## config.mk

```make
export PLATFORM = sky130hd
export DESIGN_NAME = biu8_core
export DESIGN_NICKNAME = d
export VERILOG_FILES = /design/src/rtl/biu8_pkg.sv /design/src/rtl/biu8_agen.sv /design/src/rtl/biu8_queue.sv /design/src/rtl/biu8_fetch.sv /design/src/rtl/biu8_seq.sv /design/src/rtl/biu8_core.sv
export SDC_FILE = /design/constraint.sdc
export NUM_CORES = 1
export LEC_CHECK = 0
export BUFFER_PORTS_ARGS = -buffer_cell sky130_fd_sc_hd__buf_2
export CAP_MARGIN = 40
export CORE_MARGIN = 2
export CORE_UTILIZATION = 40
export CTS_CLUSTER_SIZE = 30
export DETAILED_ROUTE_END_ITERATION = 7
export PLACE_DENSITY = 0.59
export SLEW_MARGIN = 5
export SYNTH_ARGS = -nofsm -noshare
export SYNTH_HDL_FRONTEND = slang
export SYNTH_SLANG_ARGS = --single-unit
```

## constraint.sdc

```tcl
create_clock -name clk -period 4.83 [get_ports clk]
set_input_delay 0.966 -clock clk [delete_from_list [all_inputs] [get_ports clk]]
set_output_delay 0.966 -clock clk [all_outputs]
set_load 0.05 [all_outputs]
```

## src/rtl/biu8_pkg.sv

```systemverilog
package biu8_pkg;
    localparam int ADDR_W  = 20;
    localparam int SEG_W   = 16;
    localparam int BYTE_W  = 8;
    localparam int Q_DEPTH = 4;

    typedef enum logic [2:0] {
        ST_IDLE,
        ST_T1,
        ST_T2,
        ST_T3,
        ST_T4
    } bus_state_e;

    typedef enum logic [1:0] {
        CY_FETCH,
        CY_OPLO,
        CY_OPHI
    } cyc_kind_e;
endpackage

```

## src/rtl/biu8_agen.sv

```systemverilog
module biu8_agen #(
    parameter int AW = 20,
    parameter int SW = 16
) (
    input  logic [SW-1:0] seg,
    input  logic [SW-1:0] off,
    input  logic          io,
    input  logic          hi,
    output logic [AW-1:0] addr
);
    localparam int PAD = AW - SW;

    logic [AW-1:0] mem_base;
    logic [AW-1:0] io_lo;
    logic [AW-1:0] io_hi;

    always_comb begin
        mem_base = ({{PAD{1'b0}}, seg} << PAD) + {{PAD{1'b0}}, off};
        io_lo    = {{PAD{1'b0}}, off};
        io_hi    = {{PAD{1'b0}}, off + SW'(1)};
        if (io) begin
            addr = hi ? io_hi : io_lo;
        end else begin
            addr = hi ? (mem_base + AW'(1)) : mem_base;
        end
    end
endmodule

```

## src/rtl/biu8_queue.sv

```systemverilog
module biu8_queue #(
    parameter int DW    = 8,
    parameter int DEPTH = 4,
    localparam int PW   = $clog2(DEPTH),
    localparam int CW   = $clog2(DEPTH + 1)
) (
    input  logic          clk,
    input  logic          rst_n,
    input  logic          flush,
    input  logic          push,
    input  logic [DW-1:0] din,
    input  logic          pop,
    output logic [DW-1:0] dout,
    output logic          valid,
    output logic [CW-1:0] count
);
    logic [DW-1:0] slot [DEPTH];
    logic [PW-1:0] rd_ptr;
    logic [PW-1:0] wr_ptr;
    logic [CW-1:0] cnt;
    logic          do_push;
    logic          do_pop;

    assign do_push = push && !flush && (cnt < CW'(DEPTH));
    assign do_pop  = pop && !flush && (cnt != '0);

    for (genvar g = 0; g < DEPTH; g++) begin : g_slot
        always_ff @(posedge clk) begin
            if (do_push && (wr_ptr == PW'(g))) begin
                slot[g] <= din;
            end
        end
    end

    always_ff @(posedge clk or negedge rst_n) begin
        if (!rst_n) begin
            rd_ptr <= '0;
            wr_ptr <= '0;
            cnt    <= '0;
        end else if (flush) begin
            rd_ptr <= '0;
            wr_ptr <= '0;
            cnt    <= '0;
        end else begin
            if (do_push) begin
                wr_ptr <= (wr_ptr == PW'(DEPTH - 1)) ? '0 : wr_ptr + PW'(1);
            end
            if (do_pop) begin
                rd_ptr <= (rd_ptr == PW'(DEPTH - 1)) ? '0 : rd_ptr + PW'(1);
            end
            cnt <= cnt + CW'(do_push) - CW'(do_pop);
        end
    end

    assign dout  = slot[rd_ptr];
    assign valid = (cnt != '0);
    assign count = cnt;
endmodule

```

## src/rtl/biu8_fetch.sv

```systemverilog
module biu8_fetch #(
    parameter int AW = 20,
    parameter int SW = 16
) (
    input  logic          clk,
    input  logic          rst_n,
    input  logic          br_req,
    input  logic [SW-1:0] br_seg,
    input  logic [SW-1:0] br_off,
    input  logic          advance,
    output logic [AW-1:0] pf_addr
);
    logic [SW-1:0] code_seg;
    logic [SW-1:0] fetch_off;

    always_ff @(posedge clk or negedge rst_n) begin
        if (!rst_n) begin
            code_seg  <= '0;
            fetch_off <= '0;
        end else if (br_req) begin
            code_seg  <= br_seg;
            fetch_off <= br_off;
        end else if (advance) begin
            fetch_off <= fetch_off + SW'(1);
        end
    end

    biu8_agen #(.AW(AW), .SW(SW)) u_pf_agen (
        .seg  (code_seg),
        .off  (fetch_off),
        .io   (1'b0),
        .hi   (1'b0),
        .addr (pf_addr)
    );
endmodule

```

## src/rtl/biu8_seq.sv

```systemverilog
module biu8_seq import biu8_pkg::*; #(
    parameter int AW = ADDR_W,
    parameter int SW = SEG_W,
    parameter int DW = BYTE_W,
    localparam int WW = 2 * DW
) (
    input  logic          clk,
    input  logic          rst_n,
    input  logic          op_req,
    input  logic          op_write,
    input  logic          op_io,
    input  logic          op_word,
    input  logic [SW-1:0] op_seg,
    input  logic [SW-1:0] op_off,
    input  logic [WW-1:0] op_wdata,
    output logic          op_done,
    output logic [WW-1:0] op_rdata,
    input  logic          br_req,
    input  logic          q_space,
    input  logic [AW-1:0] pf_addr,
    output logic          fetch_push,
    output logic [DW-1:0] fetch_byte,
    output logic          ale,
    output logic [AW-DW-1:0] addr_hi,
    output logic [DW-1:0] ad_out,
    output logic          ad_oe,
    input  logic [DW-1:0] ad_in,
    output logic          rd_n,
    output logic          wr_n,
    output logic          io_m,
    input  logic          ready
);
    bus_state_e state_q, state_d;
    cyc_kind_e  kind_q, kind_d;

    logic [AW-1:0] cyc_addr_q;
    logic          cyc_wr_q;
    logic          cyc_io_q;
    logic [DW-1:0] cyc_wdat_q;
    logic          stale_q;

    logic          opl_wr, opl_io, opl_word;
    logic [SW-1:0] opl_seg, opl_off;
    logic [WW-1:0] opl_wdata;
    logic [DW-1:0] rdata_lo_q, rdata_hi_q;

    logic          bus_free, need_hi, op_final, start_op, start_pf;
    logic          in_strobe;
    logic [SW-1:0] ag_seg, ag_off;
    logic          ag_io;
    logic [AW-1:0] ag_addr;

    assign bus_free = (state_q == ST_IDLE) || (state_q == ST_T4);
    assign need_hi  = (state_q == ST_T4) && (kind_q == CY_OPLO) && opl_word;
    assign op_final = (state_q == ST_T4) && (kind_q != CY_FETCH) && !need_hi;
    assign start_op = bus_free && !need_hi && !op_final && op_req;
    assign start_pf = bus_free && !need_hi && !op_req && !br_req && q_space;

    assign ag_seg = need_hi ? opl_seg : op_seg;
    assign ag_off = need_hi ? opl_off : op_off;
    assign ag_io  = need_hi ? opl_io  : op_io;

    biu8_agen #(.AW(AW), .SW(SW)) u_op_agen (
        .seg  (ag_seg),
        .off  (ag_off),
        .io   (ag_io),
        .hi   (need_hi),
        .addr (ag_addr)
    );

    always_comb begin
        state_d = state_q;
        kind_d  = kind_q;
        unique case (state_q)
            ST_IDLE: begin
                if (start_op) begin
                    state_d = ST_T1;
                    kind_d  = CY_OPLO;
                end else if (start_pf) begin
                    state_d = ST_T1;
                    kind_d  = CY_FETCH;
                end
            end
            ST_T1: state_d = ST_T2;
            ST_T2: state_d = ST_T3;
            ST_T3: begin
                if (ready) begin
                    state_d = ST_T4;
                end
            end
            ST_T4: begin
                if (need_hi) begin
                    state_d = ST_T1;
                    kind_d  = CY_OPHI;
                end else if (start_op) begin
                    state_d = ST_T1;
                    kind_d  = CY_OPLO;
                end else if (start_pf) begin
                    state_d = ST_T1;
                    kind_d  = CY_FETCH;
                end else begin
                    state_d = ST_IDLE;
                end
            end
            default: state_d = ST_IDLE;
        endcase
    end

    always_ff @(posedge clk or negedge rst_n) begin
        if (!rst_n) begin
            state_q <= ST_IDLE;
            kind_q  <= CY_FETCH;
        end else begin
            state_q <= state_d;
            kind_q  <= kind_d;
        end
    end

    always_ff @(posedge clk or negedge rst_n) begin
        if (!rst_n) begin
            cyc_addr_q <= '0;
            cyc_wr_q   <= 1'b0;
            cyc_io_q   <= 1'b0;
            cyc_wdat_q <= '0;
            stale_q    <= 1'b0;
            opl_wr     <= 1'b0;
            opl_io     <= 1'b0;
            opl_word   <= 1'b0;
            opl_seg    <= '0;
            opl_off    <= '0;
            opl_wdata  <= '0;
            rdata_lo_q <= '0;
            rdata_hi_q <= '0;
        end else begin
            if (state_d == ST_T1) begin
                stale_q <= 1'b0;
                unique case (kind_d)
                    CY_OPLO: begin
                        cyc_addr_q <= ag_addr;
                        cyc_wr_q   <= op_write;
                        cyc_io_q   <= op_io;
                        cyc_wdat_q <= op_wdata[DW-1:0];
                        opl_wr     <= op_write;
                        opl_io     <= op_io;
                        opl_word   <= op_word;
                        opl_seg    <= op_seg;
                        opl_off    <= op_off;
                        opl_wdata  <= op_wdata;
                        rdata_hi_q <= '0;
                    end
                    CY_OPHI: begin
                        cyc_addr_q <= ag_addr;
                        cyc_wr_q   <= opl_wr;
                        cyc_io_q   <= opl_io;
                        cyc_wdat_q <= opl_wdata[WW-1:DW];
                    end
                    CY_FETCH: begin
                        cyc_addr_q <= pf_addr;
                        cyc_wr_q   <= 1'b0;
                        cyc_io_q   <= 1'b0;
                    end
                    default: ;
                endcase
            end else if (br_req && (kind_q == CY_FETCH) &&
                         (state_q == ST_T1 || state_q == ST_T2 || state_q == ST_T3)) begin
                stale_q <= 1'b1;
            end

            if ((state_q == ST_T3) && ready && !cyc_wr_q) begin
                if (kind_q == CY_OPLO) begin
                    rdata_lo_q <= ad_in;
                end
                if (kind_q == CY_OPHI) begin
                    rdata_hi_q <= ad_in;
                end
            end
        end
    end

    assign in_strobe = (state_q == ST_T2) || (state_q == ST_T3);

    always_comb begin
        ale        = (state_q == ST_T1);
        addr_hi    = cyc_addr_q[AW-1:DW];
        ad_out     = '0;
        ad_oe      = 1'b0;
        rd_n       = 1'b1;
        wr_n       = 1'b1;
        io_m       = (state_q != ST_IDLE) && cyc_io_q;
        op_done    = op_final;
        op_rdata   = {rdata_hi_q, rdata_lo_q};
        fetch_push = (state_q == ST_T3) && ready && (kind_q == CY_FETCH) &&
                     !stale_q && !br_req;
        fetch_byte = ad_in;
        if (state_q == ST_T1) begin
            ad_out = cyc_addr_q[DW-1:0];
            ad_oe  = 1'b1;
        end else if (state_q != ST_IDLE && cyc_wr_q) begin
            ad_out = cyc_wdat_q;
            ad_oe  = 1'b1;
        end
        if (in_strobe) begin
            rd_n = cyc_wr_q;
            wr_n = !cyc_wr_q;
        end
    end
endmodule

```

## src/rtl/biu8_core.sv

```systemverilog
module biu8_core import biu8_pkg::*; #(
    parameter int AW     = ADDR_W,
    parameter int SW     = SEG_W,
    parameter int DW     = BYTE_W,
    parameter int QDEPTH = Q_DEPTH,
    localparam int WW    = 2 * DW,
    localparam int CW    = $clog2(QDEPTH + 1)
) (
    input  logic             clk,
    input  logic             rst_n,
    input  logic             op_req,
    input  logic             op_write,
    input  logic             op_io,
    input  logic             op_word,
    input  logic [SW-1:0]    op_seg,
    input  logic [SW-1:0]    op_off,
    input  logic [WW-1:0]    op_wdata,
    output logic             op_done,
    output logic [WW-1:0]    op_rdata,
    input  logic             br_req,
    input  logic [SW-1:0]    br_seg,
    input  logic [SW-1:0]    br_off,
    input  logic             q_pop,
    output logic             q_valid,
    output logic [DW-1:0]    q_byte,
    output logic [CW-1:0]    q_count,
    output logic             ale,
    output logic [AW-DW-1:0] addr_hi,
    output logic [DW-1:0]    ad_out,
    output logic             ad_oe,
    input  logic [DW-1:0]    ad_in,
    output logic             rd_n,
    output logic             wr_n,
    output logic             io_m,
    input  logic             ready
);
    logic          fetch_push;
    logic [DW-1:0] fetch_byte;
    logic [AW-1:0] pf_addr;
    logic          q_space;

    assign q_space = (q_count < CW'(QDEPTH));

    biu8_fetch #(.AW(AW), .SW(SW)) u_fetch (
        .clk     (clk),
        .rst_n   (rst_n),
        .br_req  (br_req),
        .br_seg  (br_seg),
        .br_off  (br_off),
        .advance (fetch_push),
        .pf_addr (pf_addr)
    );

    biu8_queue #(.DW(DW), .DEPTH(QDEPTH)) u_queue (
        .clk   (clk),
        .rst_n (rst_n),
        .flush (br_req),
        .push  (fetch_push),
        .din   (fetch_byte),
        .pop   (q_pop),
        .dout  (q_byte),
        .valid (q_valid),
        .count (q_count)
    );

    biu8_seq #(.AW(AW), .SW(SW), .DW(DW)) u_seq (
        .clk        (clk),
        .rst_n      (rst_n),
        .op_req     (op_req),
        .op_write   (op_write),
        .op_io      (op_io),
        .op_word    (op_word),
        .op_seg     (op_seg),
        .op_off     (op_off),
        .op_wdata   (op_wdata),
        .op_done    (op_done),
        .op_rdata   (op_rdata),
        .br_req     (br_req),
        .q_space    (q_space),
        .pf_addr    (pf_addr),
        .fetch_push (fetch_push),
        .fetch_byte (fetch_byte),
        .ale        (ale),
        .addr_hi    (addr_hi),
        .ad_out     (ad_out),
        .ad_oe      (ad_oe),
        .ad_in      (ad_in),
        .rd_n       (rd_n),
        .wr_n       (wr_n),
        .io_m       (io_m),
        .ready      (ready)
    );
endmodule

```

==> impl_metrics.json <==
{
  "final.setup.worst_slack_ps": 507.9,
  "boundaryPins": 151,
  "maxSlewViolCount": 0,
  "seq_area_frac_synth": 0.4304,
  "synthFlopType": "dfrtp_1",
  "min_period_over_period": 0.8949,
  "first_global_vias": 7596,
  "critical_path_required_ps": 5140,
  "finalCriticalPeriod_ps": 4322,
  "port_buffers": 150,
  "overflow": 0,
  "yosys-top-cells-count": "156 x nand2_1, 134 x dfrtp_1, 74 x nor2_1, 66 x mux2_2, 56 x o21ai_0",
  "fin_area_sq_um": 11690,
  "cts_setup_buffers": 0,
  "drt_iter0_drc": 527,
  "worstRegToRegCells": 13,
  "cts_buffer_depth": 2,
  "drive_gt1_frac": 0.2698,
  "clock-root-buffer": "clkbuf_16",
  "synth_cell_types": 82,
  "core_area_sq_um": 24460,
  "cp_max_fo": 37,
  "netSwitchingFraction": 0.4455,
  "layout.nets": 1271,
  "postCtsHoldBufs": 0,
  "leakage_nw": 5.047,
  "whs_endpoint": "u_seq.cyc_addr_q[0]$_DFFE_PN0P_",
  "syn-num-nets": 1141,
  "hold_path.startpoint": "u_seq.cyc_addr_q[0]$_DFFE_PN0P_",
  "grt_usage": 0.1976,
  "synth.largest_area_cell": "dfrtp_1",
  "rows": 57,
  "syn_to_final_growth_pct": 16.60,
  "combPwrFrac": 0.436,
  "routabilityCongestion": 0.9016,
  "die_w_um": 162.3,
  "synth_top_area_frac": 0.3345,
  "post_cts_resize_count": 0,
  "yosysMostFrequentCell": "nand2_1",
  "worstSetupEndpointType": "flip-flop",
  "finalClockSkew_ps": 10.98,
  "ir_drop_mv": 0.3101,
  "tightest_slew_ps": 660.9,
  "intPower_w": 0.003581,
  "crit_start": "u_seq.state_q[1]$_DFF_PN0_",
  "status": "complete, no violations",
  "n_antenna_cell": 0,
  "hold_violations": 0,
  "dpl_worst_slack_ps": 716.9,
  "netlist_top_cells_area": "dfrtp_1 33%, edfxtp_1 9.6%, mux2_2 7.4%",
  "r2r_start": "u_seq.state_q[1]$_DFF_PN0_",
  "routed_via_density": 5.200,
  "syn_area_per_cell_sq_um": 9.965,
  "cts_tree": "yes",
  "setup_tns_ps": 0,
  "seqPwrFrac": 0.343,
  "hold_depth": 2,
  "dpl.hpwl_um": 18990,
  "numClockSinks": 166,
  "powerDensity_nw_per_um2": 552.5,
  "synth-seq-cells": 166,
  "clk_latency_ps": 440,
  "crit_type": "flip-flop to flip-flop",
  "dieArea_sq_um": 26340,
  "clock.fmax_ghz": 0.2314,
  "die_height_um": 162.3,
  "grt_max_degree": 61,
  "switchingPower_w": 0.002877,
  "antenna_found_initial": 0,
  "place_area_sq_um": 11050,
  "ys_warn_count": 0,
  "hold_path_class": "flip-flop to flip-flop",
  "relSlewSlack": 0.5480,
  "numCtsBuffers": 17,
  "netlist_area_sq_um": 10020,
  "cts_max_level": 4,
  "syn_inst": 1006,
  "initial_utilization": 0.4098,
  "setup_viol": 0,
  "cap_violations": 0,
  "clkTransAtPathRegs_ps": 80,
  "grt_pass1_wl_um": 40850,
  "wire_per_inst_um": 17.14,
  "via_count": 7659,
  "r2r_setup_slack_ps": 510,
  "rsz0062_at_grt": "no",
  "synthArstFlopShare": 0.8072,
  "pwr-share-clk": 0.221,
  "routed_wl_um": 25240,
  "critical_path_arrival_ps": 4630,
  "antenna_left": 0,
  "worstSetupStartpointType": "flip-flop",
  "drc_errors": 0,
  "nFillCells": 2352,
  "rr_endpoint": "u_seq.cyc_addr_q[18]$_DFFE_PN0P_",
  "dr.pass1.iters": 5,
  "synth_edf_count": 32
}
[through the flow]
stage / hold WS, ps / total power [W] / utilization / cells
CTS: 492.7 / 0.006510 / 0.4776 / 1472
floorplan: 449.6 / 0.004399 / - / 1006
global placement: 473.2 / 0.005033 / 0.4512 / 1438
global route: 519.2 / 0.006858 / 0.4778 / 1473
detailed placement: 475.9 / 0.005070 / 0.4518 / 1440
finish: 486.5 / 0.006458 / 0.4778 / 1473
[worst max-delay path: stages, from the launching register on]
cell	delay (ps)
dfrtp_1	440
or2_1	450
nor2_4	230
buf_4	400
mux2i_1	350
inv_1	100
ha_1	400
and3_1	210
a2111oi_0	590
o311ai_2	290
nand4_1	200
nor2_2	60
xnor2_1	120
a221o_1	330
[worst max-delay path by stage]
stage | end | slack (ps)
finish | u_seq.cyc_addr_q[18]$_DFFE_PN0P_ | 510
global route | u_seq.cyc_addr_q[19]$_DFFE_PN0P_ | 270
floorplan | u_seq.cyc_addr_q[18]$_DFFE_PN0P_ | 500
global placement | u_seq.cyc_addr_q[19]$_DFFE_PN0P_ | 760
detailed placement | u_seq.cyc_addr_q[19]$_DFFE_PN0P_ | 720
CTS | u_seq.cyc_addr_q[18]$_DFFE_PN0P_ | 530
[power groups by stage]
stage | clock network (W) | registers, W | logic (W)
floorplan | 0 | 0.00221 | 0.00219
global placement | 0 | 0.00224 | 0.00280
detailed placement | 0 | 0.00225 | 0.00282
CTS | 0.00146 | 0.00222 | 0.00283
global route | 0.00152 | 0.00229 | 0.00305
finish | 0.00143 | 0.00222 | 0.00281
[state kept, by name, summed over array words and instances (netlist names), 3 cells and up]
register           cells
u_fetch.code_seg      16
u_fetch.fetch_off     16
u_queue.count          3
u_queue.slot          32
u_seq.cyc_addr_q      20
u_seq.cyc_wdat_q       8
u_seq.opl_off         16
u_seq.opl_seg         16
u_seq.opl_wdata        8
u_seq.rdata_hi_q       8
u_seq.rdata_lo_q       8
u_seq.state_q          3
[metal layers]
metal	up-vias	global-route usage	routed length, um	part of all wire
met5	-	0	0	0
met4	0	0.05792	468	0.019
met3	35	0.03677	1260	0.050
met2	179	0.3072	11340	0.45
met1	3632	0.2817	12170	0.48
li1	3813	-	-	-
[layout by cell type, fill, tap and decap left out, types with 3 or more instances in the layout]
cell / n
o21ai_0: 56
nor3_1: 11
mux2i_1: 27
nor4_1: 6
nand3_1: 20
mux2_2: 66
nand2_1: 155
o22ai_1: 4
o21a_1: 5
nand2b_1: 6
a21oi_1: 53
edfxtp_1: 32
xor2_1: 38
a211oi_1: 8
clkinv_8: 7
inv_8: 3
nand4_1: 13
o211ai_1: 9
dfrtp_1: 134
nor3b_1: 5
a311oi_2: 3
a211o_1: 3
a21o_1: 8
buf_4: 19
or2_2: 3
and2_1: 8
nor2b_1: 7
a31oi_1: 8
mux4_2: 8
inv_1: 25
clkbuf_16: 17
nor2_1: 73
xnor2_1: 45
and3_1: 9
or3_1: 3
buf_2: 150
o31ai_1: 3
ha_1: 36
[cell type report]
class / count / area (sq um) / area share
inverters: 25 / 93.84 / 0.008028
clock buffers: 17 / 425.4 / 0.03639
multi-input cells: 756 / 5339 / 0.4568
clock inverters: 15 / 206.4 / 0.01766
flip-flops and latches: 166 / 4314 / 0.3691
well taps: 324 / 405.4 / 0.03468
repair buffers: 170 / 904.6 / 0.07739
[cells by family after synthesis]
| logic type | Yosys count | synth area share |
|---|---|---|
| AND/OR/NAND/NOR | 339 | 0.1566 |
| adder cells (fa/ha/maj) | 39 | 0.04993 |
| XOR/XNOR | 84 | 0.07414 |
| multiplexers | 102 | 0.1204 |
| flip-flops | 166 | 0.4304 |
| AO/OA/AOI/OAI | 192 | 0.1293 |
| buffers and inverters | 84 | 0.03919 |
(Power assumes the default switching activity.)
